`config.mk`:
```
export PLATFORM = sky130hd
export DESIGN_NAME = cmd_fifo_engine
export DESIGN_NICKNAME = d
export VERILOG_FILES = /design/src/rtl/cmd_fifo_pkg.sv /design/src/rtl/cmd_fifo_store.sv /design/src/rtl/cmd_fifo_exec_stub.sv /design/src/rtl/cmd_fifo_ctrl.sv /design/src/rtl/cmd_fifo_rdmux.sv /design/src/rtl/cmd_fifo_engine.sv
export SDC_FILE = /design/constraint.sdc
export NUM_CORES = 1
export LEC_CHECK = 0
export ABC_AREA = 1
export ABC_CLOCK_PERIOD_IN_PS = 8400
export BUFFER_PORTS_ARGS = -buffer_cell sky130_fd_sc_hd__buf_4
export CAP_MARGIN = 15
export CORE_MARGIN = 2
export CORE_UTILIZATION = 35
export CTS_BUF_LIST = sky130_fd_sc_hd__clkbuf_4 sky130_fd_sc_hd__clkbuf_8
export CTS_CLUSTER_DIAMETER = 100
export CTS_CLUSTER_SIZE = 8
export DETAILED_ROUTE_END_ITERATION = 10
export RECOVER_POWER = 25
export REMOVE_ABC_BUFFERS = 1
export SETUP_SLACK_MARGIN = 0.02
export SYNTH_ARGS = -nofsm -noshare
export SYNTH_HDL_FRONTEND = slang
export SYNTH_SLANG_ARGS = --single-unit
```
`constraint.sdc`:
```
create_clock -name clk_i -period 8.4 [get_ports clk_i]
set_input_delay 1.26 -clock clk_i [delete_from_list [all_inputs] [get_ports clk_i]]
set_output_delay 1.26 -clock clk_i [all_outputs]
set_load 0.05 [all_outputs]
```
`src/rtl/cmd_fifo_pkg.sv`:
```
package cmd_fifo_pkg;
  typedef enum logic [2:0] {
    S_IDLE, S_READY, S_RECV, S_FULL, S_EXEC, S_COMPL
  } eng_state_e;

  localparam int HDR_LEN   = 10;
  localparam int LEN_FIRST = 2;
  localparam int LEN_LAST  = 5;
  localparam int RC_FIRST  = 6;
  localparam int RC_LAST   = 9;

  localparam int B_VALID  = 7;
  localparam int B_READY  = 6;
  localparam int B_GO     = 5;
  localparam int B_AVAIL  = 4;
  localparam int B_EXPECT = 3;
endpackage

```
`src/rtl/cmd_fifo_store.sv`:
```
module cmd_fifo_store #(
  parameter int DEPTH = 32,
  localparam int IDX_W = $clog2(DEPTH)
) (
  input  logic             clk_i,
  input  logic             we_i,
  input  logic [IDX_W-1:0] waddr_i,
  input  logic [7:0]       wdata_i,
  input  logic [IDX_W-1:0] raddr_i,
  output logic [7:0]       rdata_o
);
  logic [7:0] mem_q [DEPTH];

  always_ff @(posedge clk_i) begin
    if (we_i) mem_q[waddr_i] <= wdata_i;
  end

  assign rdata_o = mem_q[raddr_i];
endmodule

```
`src/rtl/cmd_fifo_exec_stub.sv`:
```
module cmd_fifo_exec_stub #(
  parameter int LAT_W = 16
) (
  input  logic             clk_i,
  input  logic             rst_ni,
  input  logic             start_i,
  input  logic             abort_i,
  input  logic [LAT_W-1:0] lat_i,
  output logic             done_o
);
  logic             busy_q;
  logic [LAT_W-1:0] cnt_q;

  assign done_o = busy_q && (cnt_q == '0);

  always_ff @(posedge clk_i or negedge rst_ni) begin
    if (!rst_ni) begin
      busy_q <= 1'b0;
      cnt_q  <= '0;
    end else if (abort_i) begin
      busy_q <= 1'b0;
      cnt_q  <= '0;
    end else if (start_i) begin
      busy_q <= 1'b1;
      cnt_q  <= lat_i;
    end else if (busy_q) begin
      if (cnt_q == '0) busy_q <= 1'b0;
      else             cnt_q  <= cnt_q - 1'b1;
    end
  end
endmodule

```
`src/rtl/cmd_fifo_ctrl.sv`:
```
module cmd_fifo_ctrl
  import cmd_fifo_pkg::*;
#(
  parameter int MAX_LEN = 32,
  localparam int CNT_W = $clog2(MAX_LEN + 1)
) (
  input  logic             clk_i,
  input  logic             rst_ni,
  input  logic             abort_i,
  input  logic             go_i,
  input  logic             fifo_wr_i,
  input  logic             fifo_rd_i,
  input  logic [7:0]       wdata_i,
  input  logic             exec_done_i,
  output eng_state_e       state_o,
  output logic [CNT_W-1:0] cnt_o,
  output logic [CNT_W-1:0] rd_ptr_o,
  output logic [CNT_W-1:0] eff_len_o,
  output logic             wr_ok_o,
  output logic             start_o
);
  eng_state_e       state_q;
  logic [CNT_W-1:0] cnt_q, rd_ptr_q, eff_q;
  logic [31:0]      len_raw_q, len_next;
  logic [CNT_W-1:0] eff_next, cnt_inc;
  logic             in_len, done;

  assign wr_ok_o = fifo_wr_i && (state_q == S_READY || state_q == S_RECV);
  assign start_o = go_i && (state_q == S_FULL);
  assign cnt_inc = cnt_q + 1'b1;
  assign in_len  = (cnt_q >= CNT_W'(LEN_FIRST)) && (cnt_q <= CNT_W'(LEN_LAST));
  assign len_next = in_len ? {len_raw_q[23:0], wdata_i} : len_raw_q;

  // clamp header length into [HDR_LEN, MAX_LEN]
  always_comb begin
    if (len_next > 32'(MAX_LEN))      eff_next = CNT_W'(MAX_LEN);
    else if (len_next < 32'(HDR_LEN)) eff_next = CNT_W'(HDR_LEN);
    else                              eff_next = len_next[CNT_W-1:0];
  end

  assign done = (cnt_inc == eff_next) || (cnt_inc == CNT_W'(MAX_LEN));

  always_ff @(posedge clk_i or negedge rst_ni) begin
    if (!rst_ni) begin
      state_q   <= S_IDLE;
      cnt_q     <= '0;
      rd_ptr_q  <= '0;
      eff_q     <= CNT_W'(HDR_LEN);
      len_raw_q <= '0;
    end else if (abort_i) begin
      state_q   <= S_READY;
      cnt_q     <= '0;
      rd_ptr_q  <= '0;
      eff_q     <= CNT_W'(HDR_LEN);
      len_raw_q <= '0;
    end else begin
      unique case (state_q)
        S_READY, S_RECV: if (wr_ok_o) begin
          cnt_q     <= cnt_inc;
          len_raw_q <= len_next;
          eff_q     <= eff_next;
          state_q   <= done ? S_FULL : S_RECV;
        end
        S_FULL:  if (start_o) state_q <= S_EXEC;
        S_EXEC:  if (exec_done_i) begin
          state_q  <= S_COMPL;
          rd_ptr_q <= '0;
        end
        S_COMPL: if (fifo_rd_i) begin
          rd_ptr_q <= rd_ptr_q + 1'b1;
          if (rd_ptr_q + 1'b1 == eff_q) state_q <= S_IDLE;
        end
        default: ;
      endcase
    end
  end

  assign state_o   = state_q;
  assign cnt_o     = cnt_q;
  assign rd_ptr_o  = rd_ptr_q;
  assign eff_len_o = eff_q;
endmodule

```
`src/rtl/cmd_fifo_rdmux.sv`:
```
module cmd_fifo_rdmux
  import cmd_fifo_pkg::*;
#(
  parameter int MAX_LEN = 32,
  parameter int ADDR_W  = 12,
  parameter int BURST_W = 16,
  parameter logic [ADDR_W-1:0] STS_ADDR  = 'h018,
  parameter logic [ADDR_W-1:0] FIFO_ADDR = 'h024,
  localparam int CNT_W = $clog2(MAX_LEN + 1)
) (
  input  logic [ADDR_W-1:0]  addr_i,
  input  eng_state_e         state_i,
  input  logic [CNT_W-1:0]   cnt_i,
  input  logic [CNT_W-1:0]   rd_ptr_i,
  input  logic [CNT_W-1:0]   eff_len_i,
  input  logic [7:0]         buf_byte_i,
  input  logic               settle_i,
  output logic [BURST_W-1:0] burst_o,
  output logic [7:0]         rdata_o
);
  logic [7:0]  sts, resp_byte;
  logic [31:0] eff32;
  logic        avail;

  assign avail = (state_i == S_COMPL);
  assign eff32 = 32'(eff_len_i);

  always_comb begin
    sts           = '0;
    sts[B_VALID]  = !settle_i;
    sts[B_READY]  = (state_i == S_READY);
    sts[B_AVAIL]  = avail;
    sts[B_EXPECT] = (state_i == S_READY) || (state_i == S_RECV);
  end

  always_comb begin
    unique case (state_i)
      S_READY, S_RECV: burst_o = BURST_W'(MAX_LEN) - BURST_W'(cnt_i);
      S_COMPL:         burst_o = BURST_W'(eff_len_i) - BURST_W'(rd_ptr_i);
      default:         burst_o = '0;
    endcase
  end

  // echo with length rewritten and result code cleared
  always_comb begin
    if (rd_ptr_i >= CNT_W'(LEN_FIRST) && rd_ptr_i <= CNT_W'(LEN_LAST))
      resp_byte = 8'(eff32 >> (8 * (LEN_LAST - int'(rd_ptr_i))));
    else if (rd_ptr_i >= CNT_W'(RC_FIRST) && rd_ptr_i <= CNT_W'(RC_LAST))
      resp_byte = 8'h00;
    else
      resp_byte = buf_byte_i;
  end

  always_comb begin
    if (addr_i == STS_ADDR)                rdata_o = sts;
    else if (addr_i == STS_ADDR + 1'b1)    rdata_o = burst_o[7:0];
    else if (addr_i == STS_ADDR + 2'd2)    rdata_o = burst_o[15:8];
    else if (addr_i == FIFO_ADDR && avail) rdata_o = resp_byte;
    else                                   rdata_o = 8'hFF;
  end
endmodule

```
`src/rtl/cmd_fifo_engine.sv`:
```
module cmd_fifo_engine
  import cmd_fifo_pkg::*;
#(
  parameter int MAX_LEN = 32,
  parameter int ADDR_W  = 12,
  parameter int LAT_W   = 16,
  parameter logic [ADDR_W-1:0] STS_ADDR  = 'h018,
  parameter logic [ADDR_W-1:0] FIFO_ADDR = 'h024
) (
  input  logic              clk_i,
  input  logic              rst_ni,
  input  logic              req_i,
  input  logic              we_i,
  input  logic [ADDR_W-1:0] addr_i,
  input  logic [7:0]        wdata_i,
  input  logic [LAT_W-1:0]  exec_lat_i,
  output logic [7:0]        rdata_o
);
  localparam int CNT_W   = $clog2(MAX_LEN + 1);
  localparam int IDX_W   = $clog2(MAX_LEN);
  localparam int BURST_W = 16;

  eng_state_e         state;
  logic [CNT_W-1:0]   cnt, rd_ptr, eff_len;
  logic [BURST_W-1:0] burst;
  logic [7:0]         buf_byte;
  logic               sts_wr, abort, go, fifo_wr, fifo_rd, wr_ok, start, exec_done;
  logic               settle_q;

  assign sts_wr  = req_i && we_i && (addr_i == STS_ADDR);
  assign abort   = sts_wr && wdata_i[B_READY];
  assign go      = sts_wr && wdata_i[B_GO] && !wdata_i[B_READY];
  assign fifo_wr = req_i && we_i && (addr_i == FIFO_ADDR);
  assign fifo_rd = req_i && !we_i && (addr_i == FIFO_ADDR);

  always_ff @(posedge clk_i or negedge rst_ni) begin
    if (!rst_ni) settle_q <= 1'b0;
    else         settle_q <= wr_ok;
  end

  cmd_fifo_ctrl #(.MAX_LEN(MAX_LEN)) u_ctrl (
    .clk_i, .rst_ni,
    .abort_i(abort), .go_i(go), .fifo_wr_i(fifo_wr), .fifo_rd_i(fifo_rd),
    .wdata_i, .exec_done_i(exec_done),
    .state_o(state), .cnt_o(cnt), .rd_ptr_o(rd_ptr), .eff_len_o(eff_len),
    .wr_ok_o(wr_ok), .start_o(start)
  );

  cmd_fifo_store #(.DEPTH(MAX_LEN)) u_store (
    .clk_i,
    .we_i(wr_ok), .waddr_i(cnt[IDX_W-1:0]), .wdata_i,
    .raddr_i(rd_ptr[IDX_W-1:0]), .rdata_o(buf_byte)
  );

  cmd_fifo_exec_stub #(.LAT_W(LAT_W)) u_exec (
    .clk_i, .rst_ni,
    .start_i(start), .abort_i(abort), .lat_i(exec_lat_i), .done_o(exec_done)
  );

  cmd_fifo_rdmux #(
    .MAX_LEN(MAX_LEN), .ADDR_W(ADDR_W), .BURST_W(BURST_W),
    .STS_ADDR(STS_ADDR), .FIFO_ADDR(FIFO_ADDR)
  ) u_rdmux (
    .addr_i, .state_i(state), .cnt_i(cnt), .rd_ptr_i(rd_ptr),
    .eff_len_i(eff_len), .buf_byte_i(buf_byte), .settle_i(settle_q),
    .burst_o(burst), .rdata_o
  );
endmodule

```
==> reports/metrics.csv <==
stage,metric,value,unit
global_route,initial antenna violation count,0,
sta,Slew headroom,-0.2922,
yosys,"EDFF count, synth",256,
worst_setup_path,Crit path largest cell delay,0.64,ns
layout,Finished Cell Area,16950,µm²
worst_setup_path,Buf/Inv on CP,4,
power_and_ir_drop,Seq pwr share,0.581,
worst_setup_path,cell repeated most along the worst path,o21ai_0,
yosys,Post-Syn Area,15330,µm²
global_route,largest net degree at the start of global routing,90,
power_and_ir_drop,Net Sw Power,680.5,µW
clock_tree,cts repair resizes,0,
run,max cap viols,7,
worst_setup_path,Critical Path Source Type,flip-flop,
worst_setup_path,RR Endpoint,u_ctrl.state_o[0],
worst_setup_path,FF-to-FF setup slack,4.31,ns
sta,Setup-failing EPs final,0,
floorplan,Initial Util,0.3551,
place,DP Wirelength,26.65,mm
clock_tree,number of post-CTS setup repair buffers,0,
worst_setup_path,Critical Path RT,7.14,ns
worst_setup_path,slowest CP cell,nor3_1,
yosys,sequential share of the synthesized area,0.6175,
sta,worst hold slack,0.5272,ns
layout,area of the multi-input gates,5034,µm²
worst_setup_path,Register-to-Register Path Depth,21,
yosys,"top cells by area, synth","edfxtp_1, dfrtp_1, nand2_1, nor2_1, inv_1",
global_route,first-pass GRT wire length,65.51,mm
place,post-placement cell count,2108,
clock_tree,CTS tree,built,
status,status,"complete, but fails checks",
power_and_ir_drop,Clock power frac,0.382,
sta,max-slew violation count,239,
layout,"Core Util, Final",0.3927,
sta,final worst-path cycle share,0.6781,
power_and_ir_drop,pwr dens,181.1,nW/µm²
power_and_ir_drop,switching share of power,0.2216,
global_route,vias in the first global route,11140,
hold_path,hold path start,u_ctrl.len_raw_q[28],
worst_setup_path,Top Family by Delay on Critical Path,buffers and inverters,
floorplan,num rows,76,
yosys,yosys warns,0,
power_and_ir_drop,Pint,2390,µW
global_route,most used routing layer,met2,
yosys,Synth Instances,1535,
sta,final hold vios,0,
worst_setup_path,reg-to-reg startpoint,u_ctrl.cnt_o[0],
place,RD Place Congestion,0.9335,
yosys,top_reg_cell synth,edfxtp_1,
global_route,GR Util met3,0.03545,
sta,Tmin final,5.696,ns
place,Area after DPL,16180,µm²
worst_setup_path,crit path kind,reg2out,
hold_path,Hold WC Path Type,reg2reg,
power_and_ir_drop,VDD IR-drop max,77.36,µV
yosys,Async SR Flop Fraction,0.2171,
worst_setup_path,CP Max Fanout,23,
detailed_routing,TritonRoute pass-1 iters,7,
worst_setup_path,CP cell instances,buf_4 -> clkinv_1 -> ha_1 -> a31oi_1 -> nor2_1 -> o21ai_0 -> nand2_1 -> o21ai_0 -> nor3_1 -> inv_1 -> o2111ai_1 -> o21ai_0 -> buf_4,
clock_tree,CTS root buf,clkbuf_8,
floorplan,IO Pins,48,
worst_setup_path,CP Capture Type,output port,
floorplan,Die Wd,213.3,µm
sta,Max Clock Skew,0.04064,ns
hold_path,number of cells on the worst hold path,2,
global_route,met2 global-route usage,0.3012,
layout,layout cell share with drive strength beyond 1,0.09251,
clock_tree,clock tree buffer depth,3,
floorplan,height of the die,213.3,µm
sta,RSZ-0062 raised after global routing,no,
global_route,global routing usage on met1,0.2633,
status,failing checks,"max-capacitance violations, max-slew violations",
worst_setup_path,crit path DAT,4.44,ns
detailed_routing,final WL,42.82,mm
detailed_routing,number of antenna-violating nets in the routed design,0,
floorplan,Core Area,43170,µm²
yosys,Synth area leader,edfxtp_1,
yosys,Unique masters post-synth,56,
sta,Worst Tran Pin Value,1.938,ns
clock_tree,TritonCTS buffer count,46,
yosys,mean area per synthesized cell,9.988,µm²
clock_tree,# H-tree levels,2,
power_and_ir_drop,Lkg Pwr,0.006452,µW
hold_path,Hold Path Sink,u_ctrl.len_raw_q[28],
detailed_routing,via count,11550,
detailed_routing,wire per inst,19.68,µm
clock_tree,CTS sink cnt,327,
global_route,gr usage total,0.1905,
place,IO Port Bufs,47,
layout,FF+latch area,9470,µm²
layout,nets,1627,
power_and_ir_drop,combinational share of power,0.037,
layout,P&R area growth vs syn,10.57,%
detailed_routing,Initial DRC Count,1227,
clock_tree,CTS clock-pin slew for the worst setup and hold paths,0.06,ns
yosys,Synth top area share,0.5014,
clock_tree,CTS Hold Bufs,0,
layout,Filler cells,4303,
sta,fmax,175.6,MHz
detailed_routing,# DRC,0,
clock_tree,clock latency on the worst-skew pair,0.63,ns
yosys,Synth Register Bits,327,
layout,fin cells,2176,
global_route,grt total ovfl,0,
detailed_routing,routed vias/inst,5.310,
floorplan,die area,45490,µm²
sta,Sum Neg Setup Slack,0,ns
## cell families after synthesis
group | Yosys count | synth area share
AO/OA/AOI/OAI | 278 | 0.1117
XOR/XNOR | 19 | 0.01085
adder cells (fa/ha/maj) | 16 | 0.01355
buffers and inverters | 206 | 0.05419
flip-flops | 327 | 0.6175
multiplexers | 7 | 0.004570
AND/OR/NAND/NOR | 682 | 0.1876
## registers in the layout (all words and copies together) (netlist names)
register          cells
settle_q              1
u_store.mem_q       256
u_ctrl.eff_len_o      6
u_ctrl.rd_ptr_o       6
u_exec.cnt_q         16
u_ctrl.len_raw_q     32
u_exec.busy_q         1
u_ctrl.state_o        3
u_ctrl.cnt_o          6
## power by group through the flow
stage,sequential [µW],combinational [µW],clock [µW]
finish,1790,113,1170
global route,1790,128,1270
CTS,1780,116,1200
detailed placement,1820,116,0
global placement,1820,112,0
floorplan,1810,55.8,0
## per-layer routing
metal / vias up / share of wire
met2: 405 / 0.47
met3: 76 / 0.063
met5: - / 0
met1: 5637 / 0.44
li1: 5436 / -
met4: 0 / 0.026
## worst min-delay path: cells and delay by family (launching register included)
kind	cells	cell delay, ns
DFF	1	0.32
AOI/OAI and AO/OA	1	0.11
buffers and inverters	1	0.05
## placed cells by master, fill, tap and decap left out, types with 3 or more instances in the layout
cell type	synthesis	layout
a221oi_1	15	15
o2111ai_1	6	6
clkbuf_1	42	7
a31o_2	3	3
nand2_2	8	8
nor2_1	132	132
buf_4	2	50
mux2i_1	7	7
nand3_1	80	80
nor4_1	7	7
edfxtp_1	256	256
nand4_1	39	39
a211oi_1	3	3
a32o_1	6	6
a21oi_1	90	90
inv_1	126	126
ha_1	15	15
nand2_1	392	392
dfrtp_1	69	68
inv_2	6	5
o211ai_1	15	15
clkbuf_4	0	17
nor3_1	10	10
o22ai_1	54	54
xor2_1	17	17
clkinv_1	5	5
clkbuf_8	0	47
o21ai_0	55	55
a22oi_1	9	9
a31oi_1	4	4
o221ai_1	5	5
## through the flow
| stage | setup WS (ns) | total power (µW) |
|---|---|---|
| global placement | 3.534 | 1928 |
| detailed placement | 3.480 | 1932 |
| floorplan | 0.7366 | 1869 |
| finish | 2.704 | 3071 |
| global route | 2.518 | 3182 |
| CTS | 2.785 | 3103 |
## synthesized netlist by cell type, drive strengths merged, types with 12 or more instances
cell    number
edfxtp     256
nand3       83
inv        132
o211ai      15
o21ai       57
nand4       39
xor2        17
buf         27
nor2       135
dfrtp       69
a221oi      15
a21oi       90
ha          15
nand2      400
nor3        12
o22ai       54
clkbuf      42
## final cells by class
cell class | count | area share
Inverter | 137 | 0.03048
Clock buffer | 64 | 0.04569
Multi-Input combinational cell | 1002 | 0.2969
Sequential cell | 327 | 0.5587
Tap cell | 585 | 0.04318
Antenna cell | 2 | 0.0002952
Clock inverter | 2 | 0.001033
Timing Repair Buffer | 57 | 0.02369
## worst max-delay path by stage
stage | startpoint | to | slack, ns | cells past startpoint
global placement | u_ctrl.rd_ptr_o[2] | rdata_o[4] | 3.53 | 13
CTS | u_ctrl.rd_ptr_o[2] | rdata_o[4] | 2.78 | 13
floorplan | u_ctrl.rd_ptr_o[0] | rdata_o[2] | 0.74 | 9
global route | u_ctrl.rd_ptr_o[3] | rdata_o[4] | 2.52 | 14
finish | u_ctrl.rd_ptr_o[2] | rdata_o[4] | 2.70 | 13
detailed placement | u_ctrl.rd_ptr_o[2] | rdata_o[4] | 3.48 | 13
No activity file was read; power rests on OpenSTA's default activity.
